==> config.mk <==
export PLATFORM = sky130hd
export DESIGN_NAME = eeprom2w_slave
export DESIGN_NICKNAME = d
export VERILOG_FILES = /design/src/rtl/e2w_pkg.sv /design/src/rtl/e2w_ctrl.sv /design/src/rtl/e2w_data.sv /design/src/rtl/eeprom2w_slave.sv
export SDC_FILE = /design/constraint.sdc
export NUM_CORES = 2
export LEC_CHECK = 0
export BUFFER_PORTS_ARGS = -buffer_cell sky130_fd_sc_hd__buf_2
export CORE_MARGIN = 5
export CORE_UTILIZATION = 60
export DETAILED_ROUTE_END_ITERATION = 10
export PLACE_DENSITY = 0.76
export SYNTH_ARGS = -nofsm -noshare
export SYNTH_HDL_FRONTEND = slang
export SYNTH_SLANG_ARGS = --single-unit
==> constraint.sdc <==
create_clock -name clk -period 7.4 [get_ports clk]
set_clock_uncertainty 0.15 [all_clocks]
set_input_delay 0.37 -clock clk [delete_from_list [all_inputs] [get_ports clk]]
set_output_delay 0.37 -clock clk [all_outputs]
set_load 0.02 [all_outputs]
==> src/rtl/e2w_pkg.sv <==
package e2w_pkg;
  localparam int BYTE_W = 8;

  typedef enum logic [2:0] {
    ST_IDLE,
    ST_DEV,
    ST_WADDR,
    ST_WDATA,
    ST_RDATA
  } ctlState_e;

  // strobes from control to datapath, valid for one system clock
  typedef struct packed {
    logic shiftIn;    // take inBit into the receive register
    logic inBit;
    logic loadAddr;   // receive register -> word counter
    logic pushData;   // receive register -> page slot
    logic loadTx;     // array -> transmit register, counter + 1
    logic shiftTx;    // next transmit bit
    logic clearPage;  // drop buffered bytes
    logic commit;     // stop after a write phase
  } dpStrobe_t;
endpackage

==> src/rtl/e2w_ctrl.sv <==
module e2w_ctrl
  import e2w_pkg::*;
#(
  parameter int STRAP_W     = 3,
  parameter int DEV_TYPE    = 10,
  parameter int SYNC_STAGES = 2
) (
  input  logic               clk,
  input  logic               rstN,
  input  logic               serClkIn,
  input  logic               serDataIn,
  input  logic [STRAP_W-1:0] strapIn,
  input  logic [BYTE_W-1:0]  rxByte,
  input  logic               txBit,
  input  logic               busy,
  output dpStrobe_t          strobe,
  output logic               serDataOe
);
  localparam int TYPE_W = BYTE_W - 1 - STRAP_W;
  localparam logic [3:0] ACK_CNT = 4'd8;
  localparam logic [3:0] END_CNT = 4'd9;

  logic [SYNC_STAGES-1:0] clkPipe, datPipe;
  logic clkS, datS, clkPrev, datPrev;
  logic riseEv, fallEv, startEv, stopEv;

  ctlState_e state, afterAck;
  logic [3:0] bitCnt;
  logic ackOn, txOn, mAck, devMatch;

  always_ff @(posedge clk or negedge rstN) begin
    if (!rstN) begin
      clkPipe <= '1;
      datPipe <= '1;
      clkPrev <= 1'b1;
      datPrev <= 1'b1;
    end else begin
      clkPipe <= {clkPipe[SYNC_STAGES-2:0], serClkIn};
      datPipe <= {datPipe[SYNC_STAGES-2:0], serDataIn};
      clkPrev <= clkS;
      datPrev <= datS;
    end
  end

  assign clkS    = clkPipe[SYNC_STAGES-1];
  assign datS    = datPipe[SYNC_STAGES-1];
  assign riseEv  = clkS & ~clkPrev;
  assign fallEv  = ~clkS & clkPrev;
  assign startEv = clkS & clkPrev & datPrev & ~datS;
  assign stopEv  = clkS & clkPrev & ~datPrev & datS;

  assign devMatch = (rxByte[BYTE_W-1:STRAP_W+1] == TYPE_W'(DEV_TYPE)) &&
                    (rxByte[STRAP_W:1] == strapIn);

  // strobes to datapath
  always_comb begin
    strobe       = '0;
    strobe.inBit = datS;
    if (startEv) begin
      strobe.clearPage = 1'b1;
    end else if (stopEv) begin
      strobe.commit = (state == ST_WDATA);
    end else begin
      unique case (state)
        ST_DEV, ST_WADDR, ST_WDATA: begin
          strobe.shiftIn  = riseEv && (bitCnt < ACK_CNT);
          strobe.loadAddr = fallEv && (bitCnt == ACK_CNT) && (state == ST_WADDR);
          strobe.pushData = fallEv && (bitCnt == ACK_CNT) && (state == ST_WDATA);
          strobe.loadTx   = fallEv && (bitCnt == END_CNT) && (afterAck == ST_RDATA);
        end
        ST_RDATA: begin
          strobe.shiftTx = fallEv && (bitCnt != 4'd0) && (bitCnt < ACK_CNT);
          strobe.loadTx  = fallEv && (bitCnt == END_CNT) && mAck;
        end
        default: ;
      endcase
    end
  end

  always_ff @(posedge clk or negedge rstN) begin
    if (!rstN) begin
      state    <= ST_IDLE;
      afterAck <= ST_IDLE;
      bitCnt   <= '0;
      ackOn    <= 1'b0;
      txOn     <= 1'b0;
      mAck     <= 1'b0;
    end else if (startEv) begin
      state  <= busy ? ST_IDLE : ST_DEV;
      bitCnt <= '0;
      ackOn  <= 1'b0;
      txOn   <= 1'b0;
    end else if (stopEv) begin
      state  <= ST_IDLE;
      bitCnt <= '0;
      ackOn  <= 1'b0;
      txOn   <= 1'b0;
    end else if (state != ST_IDLE) begin
      if (riseEv && bitCnt != END_CNT) begin
        bitCnt <= bitCnt + 4'd1;
        if (state == ST_RDATA && bitCnt == ACK_CNT) mAck <= ~datS;
      end
      if (state == ST_RDATA) begin
        if (fallEv && bitCnt == ACK_CNT) txOn <= 1'b0;
        if (fallEv && bitCnt == END_CNT) begin
          bitCnt <= '0;
          if (mAck) txOn  <= 1'b1;
          else      state <= ST_IDLE;
        end
      end else begin
        if (fallEv && bitCnt == ACK_CNT) begin
          unique case (state)
            ST_DEV: begin
              if (devMatch) begin
                ackOn    <= 1'b1;
                afterAck <= rxByte[0] ? ST_RDATA : ST_WADDR;
              end else begin
                state <= ST_IDLE;
              end
            end
            default: begin
              ackOn    <= 1'b1;
              afterAck <= ST_WDATA;
            end
          endcase
        end
        if (fallEv && bitCnt == END_CNT) begin
          ackOn  <= 1'b0;
          bitCnt <= '0;
          state  <= afterAck;
          if (afterAck == ST_RDATA) txOn <= 1'b1;
        end
      end
    end
  end

  assign serDataOe = ackOn | ((state == ST_RDATA) & txOn & ~txBit);

  // a stop always leaves the slave idle
  p_stop_idle_r1: assert property (@(posedge clk) disable iff (!rstN)
    stopEv |=> (state == ST_IDLE));
  // an idle slave never pulls the line
  p_idle_quiet_r2: assert property (@(posedge clk) disable iff (!rstN)
    (state == ST_IDLE) |-> !serDataOe);
  // acknowledge only in the ninth clock slot
  p_ack_ninth_r2: assert property (@(posedge clk) disable iff (!rstN)
    ackOn |-> (bitCnt >= ACK_CNT));
  // while programming the slave stays off the bus
  p_busy_deaf_r6: assert property (@(posedge clk) disable iff (!rstN)
    (busy && state == ST_IDLE) |=> (state == ST_IDLE));
endmodule

==> src/rtl/e2w_data.sv <==
module e2w_data
  import e2w_pkg::*;
#(
  parameter int ADDR_W      = 7,
  parameter int PAGE_W      = 2,
  parameter int PROG_CYCLES = 2000
) (
  input  logic              clk,
  input  logic              rstN,
  input  dpStrobe_t         strobe,
  input  logic              wrLock,
  output logic [BYTE_W-1:0] rxByte,
  output logic              txBit,
  output logic              busy
);
  localparam int DEPTH    = 1 << ADDR_W;
  localparam int PAGE_LEN = 1 << PAGE_W;
  localparam int BUSY_W   = $clog2(PROG_CYCLES + 1);

  logic [BYTE_W-1:0] mem [DEPTH];
  logic [BYTE_W-1:0] pageBuf [PAGE_LEN];
  logic [PAGE_LEN-1:0] pageValid;
  logic [ADDR_W-1:0] addrCnt;
  logic [BYTE_W-1:0] rxReg, txReg;
  logic [BUSY_W-1:0] busyCnt;
  logic commitOk;

  assign commitOk = strobe.commit && !wrLock && (|pageValid);

  always_ff @(posedge clk or negedge rstN) begin
    if (!rstN) begin
      rxReg   <= '0;
      txReg   <= '0;
      addrCnt <= '0;
    end else begin
      if (strobe.shiftIn) rxReg <= {rxReg[BYTE_W-2:0], strobe.inBit};
      if (strobe.loadAddr) addrCnt <= rxReg[ADDR_W-1:0];
      if (strobe.pushData)
        addrCnt[PAGE_W-1:0] <= addrCnt[PAGE_W-1:0] + PAGE_W'(1);
      if (strobe.loadTx) begin
        txReg   <= mem[addrCnt];
        addrCnt <= addrCnt + ADDR_W'(1);
      end else if (strobe.shiftTx) begin
        txReg <= {txReg[BYTE_W-2:0], 1'b0};
      end
    end
  end

  // one register slot per page position
  for (genvar g = 0; g < PAGE_LEN; g++) begin : g_slot
    always_ff @(posedge clk or negedge rstN) begin
      if (!rstN) begin
        pageBuf[g]   <= '0;
        pageValid[g] <= 1'b0;
      end else if (strobe.clearPage || strobe.commit) begin
        pageValid[g] <= 1'b0;
      end else if (strobe.pushData && addrCnt[PAGE_W-1:0] == PAGE_W'(g)) begin
        pageBuf[g]   <= rxReg;
        pageValid[g] <= 1'b1;
      end
    end
  end

  always_ff @(posedge clk or negedge rstN) begin
    if (!rstN) begin
      for (int i = 0; i < DEPTH; i++) mem[i] <= '0;
    end else if (commitOk) begin
      for (int s = 0; s < PAGE_LEN; s++)
        if (pageValid[s]) mem[{addrCnt[ADDR_W-1:PAGE_W], PAGE_W'(s)}] <= pageBuf[s];
    end
  end

  always_ff @(posedge clk or negedge rstN) begin
    if (!rstN)                busyCnt <= '0;
    else if (commitOk)        busyCnt <= BUSY_W'(PROG_CYCLES);
    else if (busyCnt != '0)   busyCnt <= busyCnt - BUSY_W'(1);
  end

  assign busy   = (busyCnt != '0);
  assign rxByte = rxReg;
  assign txBit  = txReg[BYTE_W-1];

  // page pushes never leave the page
  p_page_stay_r5: assert property (@(posedge clk) disable iff (!rstN)
    strobe.pushData |=> (addrCnt[ADDR_W-1:PAGE_W] == $past(addrCnt[ADDR_W-1:PAGE_W])));
  // an unlocked stop with data starts programming
  p_commit_busy_r6: assert property (@(posedge clk) disable iff (!rstN)
    (strobe.commit && !wrLock && (|pageValid)) |=> busy);
  // programming never starts under the lock
  p_lock_idle_r7: assert property (@(posedge clk) disable iff (!rstN)
    $rose(busy) |-> !$past(wrLock));
endmodule

==> src/rtl/eeprom2w_slave.sv <==
module eeprom2w_slave
  import e2w_pkg::*;
#(
  parameter int ADDR_W      = 7,
  parameter int PAGE_W      = 2,
  parameter int STRAP_W     = 3,
  parameter int DEV_TYPE    = 10,
  parameter int SYNC_STAGES = 2,
  parameter int PROG_CYCLES = 2000
) (
  input  logic               clk,
  input  logic               rstN,
  input  logic               serClkIn,
  input  logic               serDataIn,
  input  logic [STRAP_W-1:0] strapIn,
  input  logic               wrLock,
  output logic               serDataOe
);
  dpStrobe_t strobe;
  logic [BYTE_W-1:0] rxByte;
  logic txBit, busy;

  e2w_ctrl #(
    .STRAP_W(STRAP_W), .DEV_TYPE(DEV_TYPE), .SYNC_STAGES(SYNC_STAGES)
  ) u_ctrl (
    .clk(clk), .rstN(rstN), .serClkIn(serClkIn), .serDataIn(serDataIn),
    .strapIn(strapIn), .rxByte(rxByte), .txBit(txBit), .busy(busy),
    .strobe(strobe), .serDataOe(serDataOe)
  );

  e2w_data #(
    .ADDR_W(ADDR_W), .PAGE_W(PAGE_W), .PROG_CYCLES(PROG_CYCLES)
  ) u_data (
    .clk(clk), .rstN(rstN), .strobe(strobe), .wrLock(wrLock),
    .rxByte(rxByte), .txBit(txBit), .busy(busy)
  );
endmodule

# [Word level (Yosys, flattened, before mapping)]
# Index checks and enable logic that the tools add are counted.
[classes] addsub=4 n_mul=0 div=0 magnitude_cmp=10 eq_ne=19 shift=0 muxes=84 bitwise=24 n_reduce_logical=54
[op_table] op="$mux 1024" n=7
[op_table] op="$bwmux 1024" n=4
[op_table] op="$demux 8 s7" n=4
[op_table] op="$mux 8" n=8
[op_table] op="$bmux 8 s7" n=1
[op_table] op="$ge 8x8->1 const B" n=5
[op_table] op="$not 7->8" n=5
[op_table] op="$mux 3" n=13
[op_table] op="$mux 1" n=33
[op_table] op="$lt 8x1->1 const B" n=4
[op_table] op="$mux 4" n=7
[op_table] op="$reduce_bool 4->1" n=6
[op_table] op="$logic_and 1x1->1" n=22
[op_table] op="$mux 11" n=2
[op_table] op="$mux 7" n=2
[op_table] op="$reduce_bool 2->1" n=7
[op_table] op="$eq 4x4->1 const B" n=3
[op_table] op="$reduce_and 6->1" n=2
[op_table] op="$reduce_bool 11->1" n=1
[op_table] op="$sub 11x1->11 const B" n=1
[op_table] op="$reduce_and 2->1" n=5
[op_table] op="$and 1x1->1" n=9
[op_table] op="$not 1->1" n=9
[op_table] op="$reduce_bool 3->1" n=3
[op_table] op="other kinds (27)" n=32
[totals] regBits=1113 latch_bits=0 ramBits=0 romBits=0 input_bits=8 out_inout_bits=1 elab_cells=346 memories=0

# [Longest topological paths before layout]
[depth] ltp_word=16 depth_mapped=11 ltp_nobuf=8

# [Hierarchy]
# From an unflattened synthesis, not the netlist that was laid out.
[hier_totals] hier_cells=3371 area_unflattened_um2=50783.7
[by_module_without_submodules] mod="e2w_data" instances=1 cells_per_inst=3247 area_each_um2=49601.3 seq_area_each_um2=27376.3
[by_module_without_submodules] mod="e2w_ctrl" instances=1 cells_per_inst=124 area_each_um2=1182.4 seq_area_each_um2=483.0

# [Worst setup path after synthesis]
# OpenSTA, ideal clock, no wires.
[synth_timing] path_type="flip-flop to flip-flop" from="register u_data.addrCnt[0]" to="register u_data.txReg[2]" setup_time_ns=0.143 arrival_ns=2.515 required_ns=7.107 setup_slack_ns=4.592 stages_incl_launch_ff=10 path_buffers=4 period_less_slack_ns=2.808 cell_sequence="dfrtp_1 -> buf_2 -> buf_2 -> buf_2 -> buf_2 -> mux4_2 -> a221oi_1 -> nor3_1 -> o31ai_1 -> a22oi_1"
[synth_via] elab_chain_len=5
[synth_lines] item="from (decl)" line="e2w_data.sv:23" source="logic [ADDR_W-1:0] addrCnt;"
[synth_lines] item="from (signal assigned)" line="e2w_data.sv:37" source="if (strobe.loadAddr) addrCnt <= rxReg[ADDR_W-1:0];"
[synth_lines] item="from (signal, indexed assignment)" line="e2w_data.sv:39" source="addrCnt[PAGE_W-1:0] <= addrCnt[PAGE_W-1:0] + PAGE_W'(1);"
[synth_lines] item="from (signal assigned)" line="e2w_data.sv:42" source="addrCnt <= addrCnt + ADDR_W'(1);"
[synth_lines] item="$not 7->8 (not written as such)" line="e2w_data.sv:41" source="txReg <= mem[addrCnt];"
[synth_lines] item="$bmux 8 s7" line="e2w_data.sv:41"
[synth_lines] item="$mux 8 (not written as such) (2 in series)" line="e2w_data.sv:41"
[synth_lines] item="$mux 8" line="e2w_data.sv:40" source="if (strobe.loadTx) begin"
[synth_lines] item="to (signal assigned)" line="e2w_data.sv:41"
[synth_lines] item="to (signal assigned)" line="e2w_data.sv:44" source="txReg <= {txReg[BYTE_W-2:0], 1'b0};"
[synth_lines] item="to (decl)" line="e2w_data.sv:24" source="logic [BYTE_W-1:0] rxReg, txReg;"
# No other way between the ends. The select of a mux whose other input is x is not followed.
# A chain may end at the register's enable or synchronous reset.

# [Worst setup path in the final report]
[layout_timing] from="register u_data.pageValid[3]" to="register u_data.mem[972] in the netlist's numbering"
[layout_via] elab_chain_len=2 word_cells_on_any_way=3 classes_between="1 x mux; 2 x reduce/logical"
[layout_lines] item="from (decl)" line="e2w_data.sv:22" source="logic [PAGE_LEN-1:0] pageValid;"
[layout_lines] item="from (signal, indexed assignment)" line="e2w_data.sv:54" source="pageValid[g] <= 1'b0;"
[layout_lines] item="from (signal, indexed assignment)" line="e2w_data.sv:56" source="pageValid[g] <= 1'b0;"
[layout_lines] item="from (signal, indexed assignment)" line="e2w_data.sv:59" source="pageValid[g] <= 1'b1;"
[layout_lines] item="$reduce_or 4->1" line="e2w_data.sv:28" source="assign commitOk = strobe.commit && !wrLock && (|pageValid);"
[layout_lines] item="$logic_and 1x1->1" line="e2w_data.sv:28"
[layout_lines] item="to (signal, indexed assignment)" line="e2w_data.sv:69" source="if (pageValid[s]) mem[{addrCnt[ADDR_W-1:PAGE_W], PAGE_W'(s)}] <= pageBuf[s];"
[layout_lines] item="to (decl)" line="e2w_data.sv:20" source="logic [BYTE_W-1:0] mem [DEPTH];"
# Parallel ways exist; a longest one is shown, timed or not.

==> reports/results.txt <==
Die span in x -> 302 um
Top post-synthesis cells by area -> dfrtp_1, mux2_2, mux4_2
Ports -> 9
Slew HR -> 7.53%
Vias per cell -> 7.10
Synth top area share -> 54.3%
Kind of end point of the critical path -> register
Final nets -> 3424
Core area -> 84700 sq um
Vias in the first global route -> 34.2k
EDFF count, synth -> 0
#FFs+latches synth -> 1113
CP max FO -> 18
DRC viols -> 0
Port-buffer cells -> 8
Drt total wl -> 162 mm
CP Class -> reg2reg
Syn Nets -> 3468
Routed length per instance -> 34.8 um
Crit path DAT -> 4.71 ns
Cell chosen for the clock root -> clkbuf_16
Synth Warn # -> 0
Register area -> 27900 sq um
Die height -> 302 um
Setup-failing EPs final -> 0
Maxcap violations -> 0
Area Overhead vs Synth -> 10.4%
Syn Area/Cell -> 14.8 sq um
Maximum clock frequency -> 232 MHz
Synth Instances -> 3452
Fin. max-slew vios -> 0
Final Hold Slack -> 0.0434 ns
Seq/Total Area, Yosys -> 54.6%
Critical Path RT -> 7.81 ns
Most common flop cell mapped by yosys -> dfrtp_1
Post-synth ARST share -> 100%
Clock tree sinks -> 1113
Footprint of the multi-input gates -> 22200 sq um
First-pass GRT wire length -> 237 mm
Netlist cell types -> 73
DRT iter0 DRCs -> 4249
RSZ-0062 raised after global routing -> no
Worst vdd ir -> 196 uV
Die ar. -> 91000 sq um
CTS max path bufs -> 3
Initial DRT Pass Iterations -> 7
Total GRT Usage -> 35.8%
Clk Latency, worst-skew pair -> 0.68 ns
Tot Pwr -> 12.6 mW
Vias after detailed routing -> 33.1k
CTS buffer count -> 115
Leak -> 26.1 nW
Final hold vios -> 0
Period minus WS final -> 4.31 ns
Filler cell count -> 5701
Worst slew pin tran -> 1.38 ns
Post-CTS sizing -> 0
Final period util -> 58.2%
Largest net degree at the start of global routing -> 201
ANT nets after route -> 0
Dpl hpwl -> 97.1 mm
Hold Crit Class -> in2reg
Num rows -> 107
Outcome -> finished clean
Worst setup SP type -> register
CTS tree -> built
Cell taking the most area after synthesis -> dfrtp_1
Layout cells sized above 1 -> 47.7%
CTS H-Tree Depth -> 3
Setup_tns -> 0 ns
Clk slew on worst S/H paths -> 0.06 ns
Grt ovf -> 0
Initial antenna violation count -> 11
Mapped cell area -> 51000 sq um
Starting Density -> 60.2%
Cell Pwr Density -> 224 nW/um^2
GPL Wtd Cong -> 0.927
cell families (layout without fill, tap and decap cells):
group | after synthesis | after routing | synth area share (%)
compound gates | 231 | 231 | 3.26
xor+xnor | 14 | 14 | 0.240
simple gates | 413 | 413 | 4.53
fa+ha+maj | 8 | 8 | 0.196
mux | 1416 | 1416 | 35.1
flops | 1113 | 1113 | 54.6
other cells | 0 | 8 | 0
buf+inv | 257 | 307 | 2.09
flip-flops by register name, summed over array words and instances (netlist names):
signal	cells
u_ctrl.mAck	1
u_ctrl.state	3
u_ctrl.ackOn	1
u_data.txReg	8
u_ctrl.bitCnt	4
u_ctrl.clkPrev	1
u_ctrl.datPrev	1
u_ctrl.clkPipe	2
u_data.addrCnt	7
u_data.rxByte	8
u_data.mem	1024
u_data.pageBuf	32
u_data.busyCnt	11
u_ctrl.datPipe	2
u_ctrl.txOn	1
u_ctrl.afterAck	3
u_data.pageValid	4
stage by stage:
stage               util (%)  area, sq um  cells  worst slack [ns]
floorplan                  -        51000   3452              4.59
global placement        61.6        52200   4432              3.34
detailed placement      61.6        52200   4432              3.32
CTS                     66.5        56300   4646              3.30
global route            66.5        56300   4646              3.14
finish                  66.5        56400   4654              3.09
synthesized netlist by cell type (all sizes together) (5+ instances only):
| master | count |
|---|---|
| and2 | 8 |
| a32oi | 8 |
| mux2i | 149 |
| a211oi | 10 |
| nand2b | 7 |
| nand4 | 17 |
| a22oi | 102 |
| clkbuf | 153 |
| a221oi | 9 |
| mux2 | 1075 |
| nor4 | 7 |
| xnor2 | 11 |
| ha | 8 |
| mux4 | 192 |
| a31oi | 10 |
| nand2 | 116 |
| a21oi | 33 |
| a22o | 7 |
| nand3 | 86 |
| nor2b | 10 |
| inv | 15 |
| dfrtp | 1107 |
| nor2 | 101 |
| o211ai | 5 |
| o31ai | 5 |
| o21ai | 19 |
| and3 | 11 |
| buf | 88 |
| dfstp | 6 |
| nor3 | 23 |
power breakdown:
part           leakage [nW]  total [mW]  switching, mW  internal [mW]
clock                  2.01        6.17           2.43           3.74
combinational          8.69       0.273          0.200         0.0728
sequential             15.4        6.17         0.0449           6.12
final cells by class:
class | instances | share of cell area (%)
sequential | 1113 | 49.5
inverter | 16 | 0.107
antenna | 8 | 0.0355
clock inverter | 35 | 0.953
tap | 1144 | 2.54
clock buffer | 176 | 6.25
multi-input combinational | 2082 | 39.3
timing repair buffer | 80 | 1.26
layer usage:
layer	share of wire, %	routed length (um)	global-route usage [%]	vias to the layer above
met1	37	60300	47.6	17600
li1	-	-	-	12800
met4	6.0	9650	17.9	6
met5	0.063	102	0	-
met2	45	73200	53.6	2101
met3	12	18800	11.4	606
worst max-delay path, stage by stage (launching register included):
cell and delay, ns:
dfrtp_1 0.33, buf_4 0.48, nor4_1 0.21, or4_1 0.99, nor2_2 0.95, nand3_1 0.60
mux2_2 0.46
placed cells by master, fill, tap and decap left out, types with 8 or more instances in the layout:
cell type / n
mux2_2: 1074
dfrtp_1: 1072
mux4_2: 192
mux2i_1: 149
clkbuf_16: 119
nand2_1: 104
a22oi_1: 102
buf_4: 60
nor2_1: 58
nand3_1: 56
nor2_2: 42
a21oi_1: 33
clkbuf_8: 33
dfrtp_2: 32
nand3_2: 24
clkbuf_1: 24
nor3_1: 21
o21ai_0: 18
clkinv_2: 18
nand4_1: 17
inv_1: 15
bufinv_16: 14
nand2_2: 12
and3_1: 11
xnor2_1: 11
a211oi_1: 10
a31oi_1: 10
a221oi_1: 9
buf_12: 9
diode_2: 8
a32oi_1: 8
ha_1: 8
timing repair:
item	4_1_cts	5_1_grt
hold buffers	3	0
buffers inserted	0	0
hold endpoints to repair	117	0
worst paths after layout:
kind / start / cells after the start / slack (ns) / end
setup / recovery: u_data.pageValid[3] / 6 / 3.09 / u_data.mem[972]
hold / removal: wrLock / 4 / 0.04 / u_data.busyCnt[2]
setup reg to reg: u_data.pageValid[3] / 6 / 3.09 / u_data.mem[972]
hold reg to reg: u_ctrl.clkPipe[0] / 0 / 0.21 / u_ctrl.clkPipe[1]
max in group asynchronous: rstN / 4 / 4.87 / u_data.mem[34]
min in group asynchronous: rstN / 2 / 0.27 / u_data.mem[880]
No activity file was read; power rests on OpenSTA's default activity.
